==> config.mk <==
export PLATFORM = sky130hd
export DESIGN_NAME = spi_dual_role
export DESIGN_NICKNAME = d
export VERILOG_FILES = /design/src/rtl/spi_pkg.sv /design/src/rtl/spi_sync.sv /design/src/rtl/spi_divider.sv /design/src/rtl/spi_shifter.sv /design/src/rtl/spi_dual_role.sv
export SDC_FILE = /design/constraint.sdc
export NUM_CORES = 1
export LEC_CHECK = 0
export ABC_AREA = 1
export BUFFER_PORTS_ARGS = -buffer_cell sky130_fd_sc_hd__buf_2
export CAP_MARGIN = 20
export CORE_MARGIN = 10
export CORE_UTILIZATION = 35
export CTS_BUF_LIST = sky130_fd_sc_hd__clkbuf_16
export DETAILED_ROUTE_END_ITERATION = 12
export PLACE_DENSITY_LB_ADDON = 0.12
export SLEW_MARGIN = 0
export SYNTH_ARGS = -nofsm -noshare
export SYNTH_HDL_FRONTEND = slang
export SYNTH_HIERARCHICAL = 1
export SYNTH_SLANG_ARGS = --single-unit
export TNS_END_PERCENT = 10
==> constraint.sdc <==
create_clock -name clk -period 6.6 [get_ports clk]
set_input_delay 0 -clock clk [delete_from_list [all_inputs] [get_ports clk]]
set_output_delay 0 -clock clk [all_outputs]
set_load 0.1 [all_outputs]
==> src/rtl/spi_pkg.sv <==
// Package: shared control-word layout for the dual-role SPI controller.
// Assumes the control word is written as a whole; no field is written alone.
package spi_pkg;

    localparam int CFG_W = 7;

    // Control word, MSB first: ignore-select, rate, phase, polarity, master, order
    typedef struct packed {
        logic       ss_ignore;
        logic [1:0] rate;
        logic       cpha;
        logic       cpol;
        logic       master_req;
        logic       lsb_first;
    } spi_cfg_t;

endpackage

==> src/rtl/spi_sync.sv <==
// spi_sync: multi-stage synchroniser for a small bus of asynchronous pins.
// Assumes each bit is an independent level; no bus coherency is implied.
module spi_sync #(
    parameter int         W       = 2,
    parameter int         STAGES  = 2,
    parameter logic [W-1:0] RST_VAL = '0
) (
    input  logic         clk,
    input  logic         rst_n,
    input  logic [W-1:0] d,
    output logic [W-1:0] q
);
    logic [W-1:0] stage_q [STAGES];

    // Shift the pin levels through the synchroniser chain.
    always_ff @(posedge clk) begin
        if (!rst_n) begin
            for (int i = 0; i < STAGES; i++) stage_q[i] <= RST_VAL;
        end else begin
            stage_q[0] <= d;
            for (int i = 1; i < STAGES; i++) stage_q[i] <= stage_q[i-1];
        end
    end

    assign q = stage_q[STAGES-1];
endmodule

==> src/rtl/spi_divider.sv <==
// spi_divider: produces one tick per SCLK half period while run is high.
// Assumes every half-period value is at least 2 and HALF3 is the largest.
module spi_divider #(
    parameter int HALF0 = 2,
    parameter int HALF1 = 8,
    parameter int HALF2 = 32,
    parameter int HALF3 = 64,
    localparam int CNT_W = $clog2(HALF3)
) (
    input  logic       clk,
    input  logic       rst_n,
    input  logic       run,
    input  logic [1:0] rate,
    output logic       tick
);
    logic [CNT_W-1:0] cnt_q;
    logic [CNT_W-1:0] reload;

    // Pick the reload value for the selected rate.
    always_comb begin
        case (rate)
            2'd0:    reload = CNT_W'(HALF0 - 1);
            2'd1:    reload = CNT_W'(HALF1 - 1);
            2'd2:    reload = CNT_W'(HALF2 - 1);
            default: reload = CNT_W'(HALF3 - 1);
        endcase
    end

    // Hold at reload while idle, count down while running.
    always_ff @(posedge clk) begin
        if (!rst_n)                      cnt_q <= '0;
        else if (!run || cnt_q == '0)    cnt_q <= reload;
        else                             cnt_q <= cnt_q - CNT_W'(1);
    end

    assign tick = run && (cnt_q == '0);
endmodule

==> src/rtl/spi_shifter.sv <==
// spi_shifter: transmit and receive shift registers shared by both roles.
// Assumes load, shift and sample are single-cycle strobes; load wins over shift.
module spi_shifter #(
    parameter int DW = 8
) (
    input  logic          clk,
    input  logic          rst_n,
    input  logic          lsb_first,
    input  logic          load,
    input  logic [DW-1:0] load_val,
    input  logic          shift,
    input  logic          sample,
    input  logic          sample_bit,
    output logic          tx_bit,
    output logic [DW-1:0] rx_nxt
);
    logic [DW-1:0] tx_q;
    logic [DW-1:0] rx_q;

    // Next receive value including a bit sampled this cycle.
    always_comb begin
        if (!sample)        rx_nxt = rx_q;
        else if (lsb_first) rx_nxt = {sample_bit, rx_q[DW-1:1]};
        else                rx_nxt = {rx_q[DW-2:0], sample_bit};
    end

    // Load or advance the transmit register.
    always_ff @(posedge clk) begin
        if (!rst_n)         tx_q <= '0;
        else if (load)      tx_q <= load_val;
        else if (shift)     tx_q <= lsb_first ? (tx_q >> 1) : (tx_q << 1);
    end

    // Collect sampled bits.
    always_ff @(posedge clk) begin
        if (!rst_n) rx_q <= '0;
        else        rx_q <= rx_nxt;
    end

    assign tx_bit = lsb_first ? tx_q[0] : tx_q[DW-1];
endmodule

==> src/rtl/spi_dual_role.sv <==
// spi_dual_role: byte SPI port acting as master or slave.
// Resolves the role from the control word and the select pin, runs master
// transfers from an internal divider, and follows an external clock as slave.
// Assumes a remote master's SCLK half period exceeds three system clocks.
module spi_dual_role
    import spi_pkg::*;
#(
    parameter int DW          = 8,
    parameter int SYNC_STAGES = 2,
    parameter int HALF0       = 2,
    parameter int HALF1       = 8,
    parameter int HALF2       = 32,
    parameter int HALF3       = 64
) (
    input  logic             clk,
    input  logic             rst_n,
    input  logic             ctl_wr,
    input  logic [CFG_W-1:0] ctl_wdata,
    input  logic             dat_wr,
    input  logic [DW-1:0]    dat_wdata,
    output logic [DW-1:0]    dat_rdata,
    output logic             xfer_done,
    output logic             mode_fault,
    output logic             is_master,
    input  logic             sclk_i,
    output logic             sclk_o,
    output logic             sclk_oe,
    input  logic             mosi_i,
    output logic             mosi_o,
    output logic             mosi_oe,
    input  logic             miso_i,
    output logic             miso_o,
    output logic             miso_oe,
    input  logic             ss_n_i
);
    localparam int EDGES = 2 * DW;
    localparam int EW    = $clog2(EDGES);
    localparam int SCW   = $clog2(DW + 1);

    spi_cfg_t      cfg_q;
    logic          fault_q;
    logic          ss_s, sclk_s, sclk_p;
    logic          master_w, fault_hit;
    logic [DW-1:0] data_q;
    logic          done_q;

    // master sequencer state
    logic          m_busy;
    logic [EW-1:0] m_idx;
    logic          sclk_q;
    logic          tick;
    logic          m_start, m_edge, m_lead, m_last;
    logic          m_sample, m_shift, m_finish, m_abort;

    // slave tracking state
    logic [SCW-1:0] s_cnt;
    logic           s_seen;
    logic           s_sel, s_edge, s_lead, s_sample, s_shift, s_finish;

    // shared shifter controls
    logic          sh_load, sh_shift, sh_sample, sh_bit, tx_bit;
    logic [DW-1:0] sh_val, rx_nxt;

    spi_sync #(
        .W       (2),
        .STAGES  (SYNC_STAGES),
        .RST_VAL (2'b10)
    ) u_sync (
        .clk   (clk),
        .rst_n (rst_n),
        .d     ({ss_n_i, sclk_i}),
        .q     ({ss_s, sclk_s})
    );

    // Role resolution and fault detection from the synchronised select pin.
    assign master_w  = cfg_q.master_req && (cfg_q.ss_ignore || ss_s);
    assign fault_hit = cfg_q.master_req && !cfg_q.ss_ignore && !ss_s;

    // Control word and fault flag; a fault drops the master request.
    always_ff @(posedge clk) begin
        if (!rst_n) begin
            cfg_q   <= '0;
            fault_q <= 1'b0;
        end else if (ctl_wr) begin
            cfg_q   <= spi_cfg_t'(ctl_wdata);
            fault_q <= 1'b0;
        end else if (fault_hit) begin
            cfg_q.master_req <= 1'b0;
            fault_q          <= 1'b1;
        end
    end

    spi_divider #(
        .HALF0 (HALF0),
        .HALF1 (HALF1),
        .HALF2 (HALF2),
        .HALF3 (HALF3)
    ) u_div (
        .clk   (clk),
        .rst_n (rst_n),
        .run   (m_busy),
        .rate  (cfg_q.rate),
        .tick  (tick)
    );

    // Master edge decode: even edge index is leading, odd is trailing.
    assign m_start  = dat_wr && master_w && !m_busy;
    assign m_abort  = m_busy && !master_w;
    assign m_edge   = m_busy && master_w && tick;
    assign m_lead   = !m_idx[0];
    assign m_last   = (m_idx == EW'(EDGES - 1));
    assign m_sample = m_edge && (cfg_q.cpha ? !m_lead : m_lead);
    assign m_shift  = m_edge && (cfg_q.cpha ? (m_lead && m_idx != '0)
                                            : (!m_lead && !m_last));
    assign m_finish = m_edge && m_last;

    // Master sequencer: start, edge counting, abort and SCLK level.
    always_ff @(posedge clk) begin
        if (!rst_n) begin
            m_busy <= 1'b0;
            m_idx  <= '0;
            sclk_q <= 1'b0;
        end else if (m_abort) begin
            m_busy <= 1'b0;
            m_idx  <= '0;
            sclk_q <= cfg_q.cpol;
        end else if (m_start) begin
            m_busy <= 1'b1;
            m_idx  <= '0;
            sclk_q <= cfg_q.cpol;
        end else if (m_edge) begin
            sclk_q <= !sclk_q;
            m_idx  <= m_idx + EW'(1);
            if (m_last) m_busy <= 1'b0;
        end else if (!m_busy) begin
            sclk_q <= cfg_q.cpol;
        end
    end

    // Remember the previous synchronised SCLK for edge detection.
    always_ff @(posedge clk) begin
        if (!rst_n) sclk_p <= 1'b0;
        else        sclk_p <= sclk_s;
    end

    // Slave edge decode: leading edges move SCLK away from CPOL.
    assign s_sel    = !master_w && !ss_s;
    assign s_edge   = s_sel && (sclk_s != sclk_p) && (s_cnt < SCW'(DW));
    assign s_lead   = (sclk_s != cfg_q.cpol);
    assign s_sample = s_edge && (cfg_q.cpha ? !s_lead : s_lead);
    assign s_shift  = s_edge && (cfg_q.cpha ? (s_lead && s_seen) : !s_lead);
    assign s_finish = s_sample && (s_cnt == SCW'(DW - 1));

    // Slave bit count and first-leading-edge tracking per select period.
    always_ff @(posedge clk) begin
        if (!rst_n || !s_sel) begin
            s_cnt  <= '0;
            s_seen <= 1'b0;
        end else if (s_edge) begin
            if (s_sample) s_cnt  <= s_cnt + SCW'(1);
            if (s_lead)   s_seen <= 1'b1;
        end
    end

    // Shared shifter: master drives MOSI from it, slave drives MISO from it.
    assign sh_load   = m_start || (!master_w && ss_s);
    assign sh_val    = m_start ? dat_wdata : data_q;
    assign sh_shift  = m_shift || s_shift;
    assign sh_sample = m_sample || s_sample;
    assign sh_bit    = master_w ? miso_i : mosi_i;

    spi_shifter #(
        .DW (DW)
    ) u_shift (
        .clk        (clk),
        .rst_n      (rst_n),
        .lsb_first  (cfg_q.lsb_first),
        .load       (sh_load),
        .load_val   (sh_val),
        .shift      (sh_shift),
        .sample     (sh_sample),
        .sample_bit (sh_bit),
        .tx_bit     (tx_bit),
        .rx_nxt     (rx_nxt)
    );

    // Data register and completion flag; completion wins over a write.
    always_ff @(posedge clk) begin
        if (!rst_n) begin
            data_q <= '0;
            done_q <= 1'b0;
        end else if (m_finish || s_finish) begin
            data_q <= rx_nxt;
            done_q <= 1'b1;
        end else if (dat_wr && !(master_w && m_busy)) begin
            data_q <= dat_wdata;
            done_q <= 1'b0;
        end
    end

    assign dat_rdata  = data_q;
    assign xfer_done  = done_q;
    assign mode_fault = fault_q;
    assign is_master  = master_w;
    assign sclk_o     = sclk_q;
    assign sclk_oe    = master_w;
    assign mosi_o     = tx_bit;
    assign mosi_oe    = master_w;
    assign miso_o     = tx_bit;
    assign miso_oe    = !master_w && !ss_n_i;
endmodule

==> parameters.txt <==
Parameter                              Value

Timing
  Time the worst path needs with I/O delays and setup    2.27 ns
  Headroom to the max-slew limit    around 45%
  Period utilization    34.4%
  Maximum clock skew at final layout    about 0.0050 ns
  Setup repair after global routing missed its margin    no
  Final setup fails    0
  Final number of hold-violating endpoints    0
  Fmax    0.440 GHz
  Total Negative Setup Slacks    0 ns
  Final Slew Violations    0
  Least-Margin Pin Slew    0.823 ns

Final layout
  P&R area growth vs syn    13.5%
  Final-stage net count    around 520
  Number of fill cells    between 900 and 1000
  Area used by multi-input combinational logic    0.00164 mm^2
  Fraction of final layout cells with drive strength greater than 1    18.6%
  FF/Latch Area    0.00110 mm^2

Pwr
  Pwr Density    214 mW/mm^2
  Leakage power summed over all cells    between 1.5 and 2 nW
  Gate power share    18.5%
  Proportion of power drawn by flip-flops and latches    47.1%
  Share of total power consumed by net switching    between 30% and 40%
  Internal Dissipation    around 520 uW
  Overall Power    around 760 uW
  Part of the power in the clock network    between 30% and 40%
  Switching power    237 uW
  Maximum ir drop on the vdd rail    approximately 0.11 mV

Critical path
  CP cell instances    inv_2 > nor2_8 > nand3_1 > nand2_1 > nor2_2 > nand2_1 > nand2_1 > nor2_1 > nor2_1
  Setup Crit Path Kind    reg -> reg
  Most frequent cell on the critical path    nand2_1
  Startpoint type of the worst setup path    flop
  Type of destination of the critical path    flop
  Data arrival at the endpoint of the critical path    2.43 ns
  Critical path fanouts, max    11
  Kind of cell adding the most delay to the critical path    simple AND/OR/NAND/NOR gates
  Delay of the slowest critical-path stage    slightly below 0.6 ns
  Worst endpoint required time    6.76 ns
  Master of the slowest instance on the critical path    nand2_1
  Critical path buffers and inverters    1

Clock tree
  Clock root buffer    clkbuf_16
  Number of CTS-inserted buffers    5
  Register clock-pin slew on the reported worst setup and hold paths    ~0.07 ns
  Level count of the clock H-tree    2
  Maximum root-to-sink buffer count    2
  Quantity of gates resized following cts    0
  Number of sinks driven by the clock tree    55
  Buffers inserted by post-CTS timing repair    0
  TritonCTS clock tree    done
  Later-pin clock latency in the skew report    0.29 ns

GRT
  Leftover overflow at the end of global routing    0
  First-pass GRT wire length    ~13 mm
  GR Util All Layers    12.1%
  Largest net degree at the start of global routing    20
  Vias in the first global route    about 2800
  Antenna violations before repair    1

Routing
  Final wirelength    7.66 mm
  Via density    4.67
  Final routed DRC violation total    0
  1st-iter DRT viols    118
  Antenna viol nets, final    0
  Vias after detailed routing    2813
  Wire length per cell after detailed routing    12.7 um
  Drt first pass iters    4

Synthesis
  Post-synth cell types    37
  Synthesized net count    484
  Number of warnings reported in the yosys synthesis log    6
  Sequential cell area fraction in the yosys report    a little over a third
  Top cells by area, synth    dfxtp_1 (35%), nand2_1 (17%), a21oi_1 (6.9%), inv_1 (6.7%), nand3_1 (3.8%)
  Cell count after synthesis    456
  Synthesized cell area    0.00313 mm^2
  Synthesized area per cell    6.87 um^2
  Area share of the largest cell type after synthesis    35.1%
  Seq cells post-synth    55
  Prevailing post-synth register cell    dfxtp_1
  Share of synthesized registers carrying an async set or reset    0%
  Number of flops mapped to enable cells by yosys    0
  Cell taking the most area after synthesis    dfxtp_1

Worst hold path
  Worst hold-check path type    in -> reg

Floorplan
  Top-level port count    40
  Core area    0.00872 mm^2
  Row count    34
  Die boundary width    115 um
  Starting density of the core    35.9%
  Die Y-Extent    ~110 um
  Die footprint    around 0.013 mm^2

Placement
  IO buf count    39
  Global placement routability congestion    0.794
  Half-perimeter wire length after placement    5.72 mm

Run
  Max-cap viol count    0

Run status
  Status    finished, final reports clean
[sequential cells by signal, summed over array words and instances, names as in the netlist, 4 cells and up]
| signal | count |
|---|---|
| s_cnt | 4 |
| m_idx | 4 |
| cfg_q | 7 |
| u_sync/stage_q | 4 |
| u_div/cnt_q | 6 |
| u_shift/rx_q | 8 |
| dat_rdata | 8 |
| u_shift/tx_q | 8 |
[cell families (layout without fill, tap and decap cells)]
| family | after synthesis | count (layout) | share of synthesized area [%] |
|---|---|---|---|
| xor gates and xnor gates | 4 | 4 | 1.12 |
| AOI/OAI and AO/OA | 65 | 65 | 11.1 |
| other | 0 | 1 | 0 |
| DFF | 55 | 55 | 35.1 |
| and+or+nand+nor | 246 | 246 | 38.2 |
| buffers and inverters | 81 | 119 | 12.4 |
| adders and majority gates | 5 | 5 | 2.00 |
[cell usage after synthesis (2+ instances only)]
library cell    n
nand2_1       143
inv_1          56
dfxtp_1        55
a21oi_1        43
nand3_1        24
nor2_1         21
o21ai_0        15
nand2_2        13
nand3_2         9
nand4_1         9
buf_4           6
buf_6           5
ha_1            5
inv_2           4
nor3_1          4
or2_1           4
or2_2           4
xor2_1          4
a21oi_2         3
buf_2           3
clkbuf_1        3
and3_1          2
clkinv_1        2
nand3_4         2
nand3b_1        2
nor2_2          2
nor2_4          2
nor2_8          2
[through the flow]
stage / cell area, um^2 / setup slack (ns) / utilization, % / instances / hold WS [ns]
2_1_floorplan: 3130 / 3.30 / - / 456 / 0.0687
3_3_place_gp: 3320 / 3.96 / 38.0 / 585 / 0.182
3_5_place_dp: 3320 / 3.89 / 38.0 / 585 / 0.188
4_1_cts: 3550 / 3.88 / 40.7 / 601 / 0.00563
5_1_grt: 3560 / 4.05 / 40.8 / 602 / 0.0538
6_report: 3560 / 4.33 / 40.8 / 603 / 0.0147
[layer usage]
layer,global-route usage (%),vias up,wire (um)
li1,-,1513,-
met1,15.0,1249,3620
met2,20.2,46,3600
met3,3.30,5,397
met4,2.92,0,52
met5,0,-,0
[final timing paths]
check	cells past startpoint	end	slack (ns)	startpoint
worst max-delay path	9	u_shift/tx_q[0]	4.33	cfg_q[1]
worst min-delay path	3	cfg_q[3]	0.01	ctl_wdata[3]
worst max register to register	9	u_shift/tx_q[0]	4.33	cfg_q[1]
worst min register to register	2	u_sync/stage_q[0][2]	0.41	u_sync/stage_q[0][0]
[tightest hold or removal path: stages]
cell,delay (ns)
buf_2,0.07
o21ai_0,0.08
a21oi_1,0.12
[repair_timing]
item,4_1_cts,5_1_grt
endpoints found under the setup margin,0,0
endpoints found under the hold margin,9,0
hold buffers,9,0
[cell type report]
type,count,share of cell area [%]
multi-input combinational,320,46.2
antenna,1,0.0703
clock inverter,2,0.457
tap,108,3.80
sequential,55,30.9
inverter,63,6.79
timing repair buffer,49,8.23
clock buffer,5,3.52
[placed cells by master, fill, tap and decap left out, types with 2 or more instances in the layout]
cell             n
nor3_1           4
nand2_1        143
nor2_4           2
nand2_2         13
ha_1             5
nand3_4          2
a21oi_2          3
inv_1           56
nand3b_1         2
clkbuf_16        5
clkinv_1         2
or2_1            4
nand3_1         24
or2_2            4
dlygate4sd3_1    9
and3_1           2
a21oi_1         43
nor2_8           2
o21ai_0         14
nand4_1          9
inv_2            4
nor2_2           2
nor2_1          21
buf_2           39
nand3_2          9
xor2_1           4
dfxtp_1         55
inv_6            2
[power by group through the flow]
stage | registers [mW] | logic (mW) | clock network (mW)
floorplan | 0.383 | 0.0944 | 0
global placement | 0.366 | 0.137 | 0
detailed placement | 0.366 | 0.137 | 0
CTS | 0.358 | 0.142 | 0.273
global route | 0.361 | 0.155 | 0.288
finish | 0.358 | 0.141 | 0.262
(Power assumes the default switching activity.)
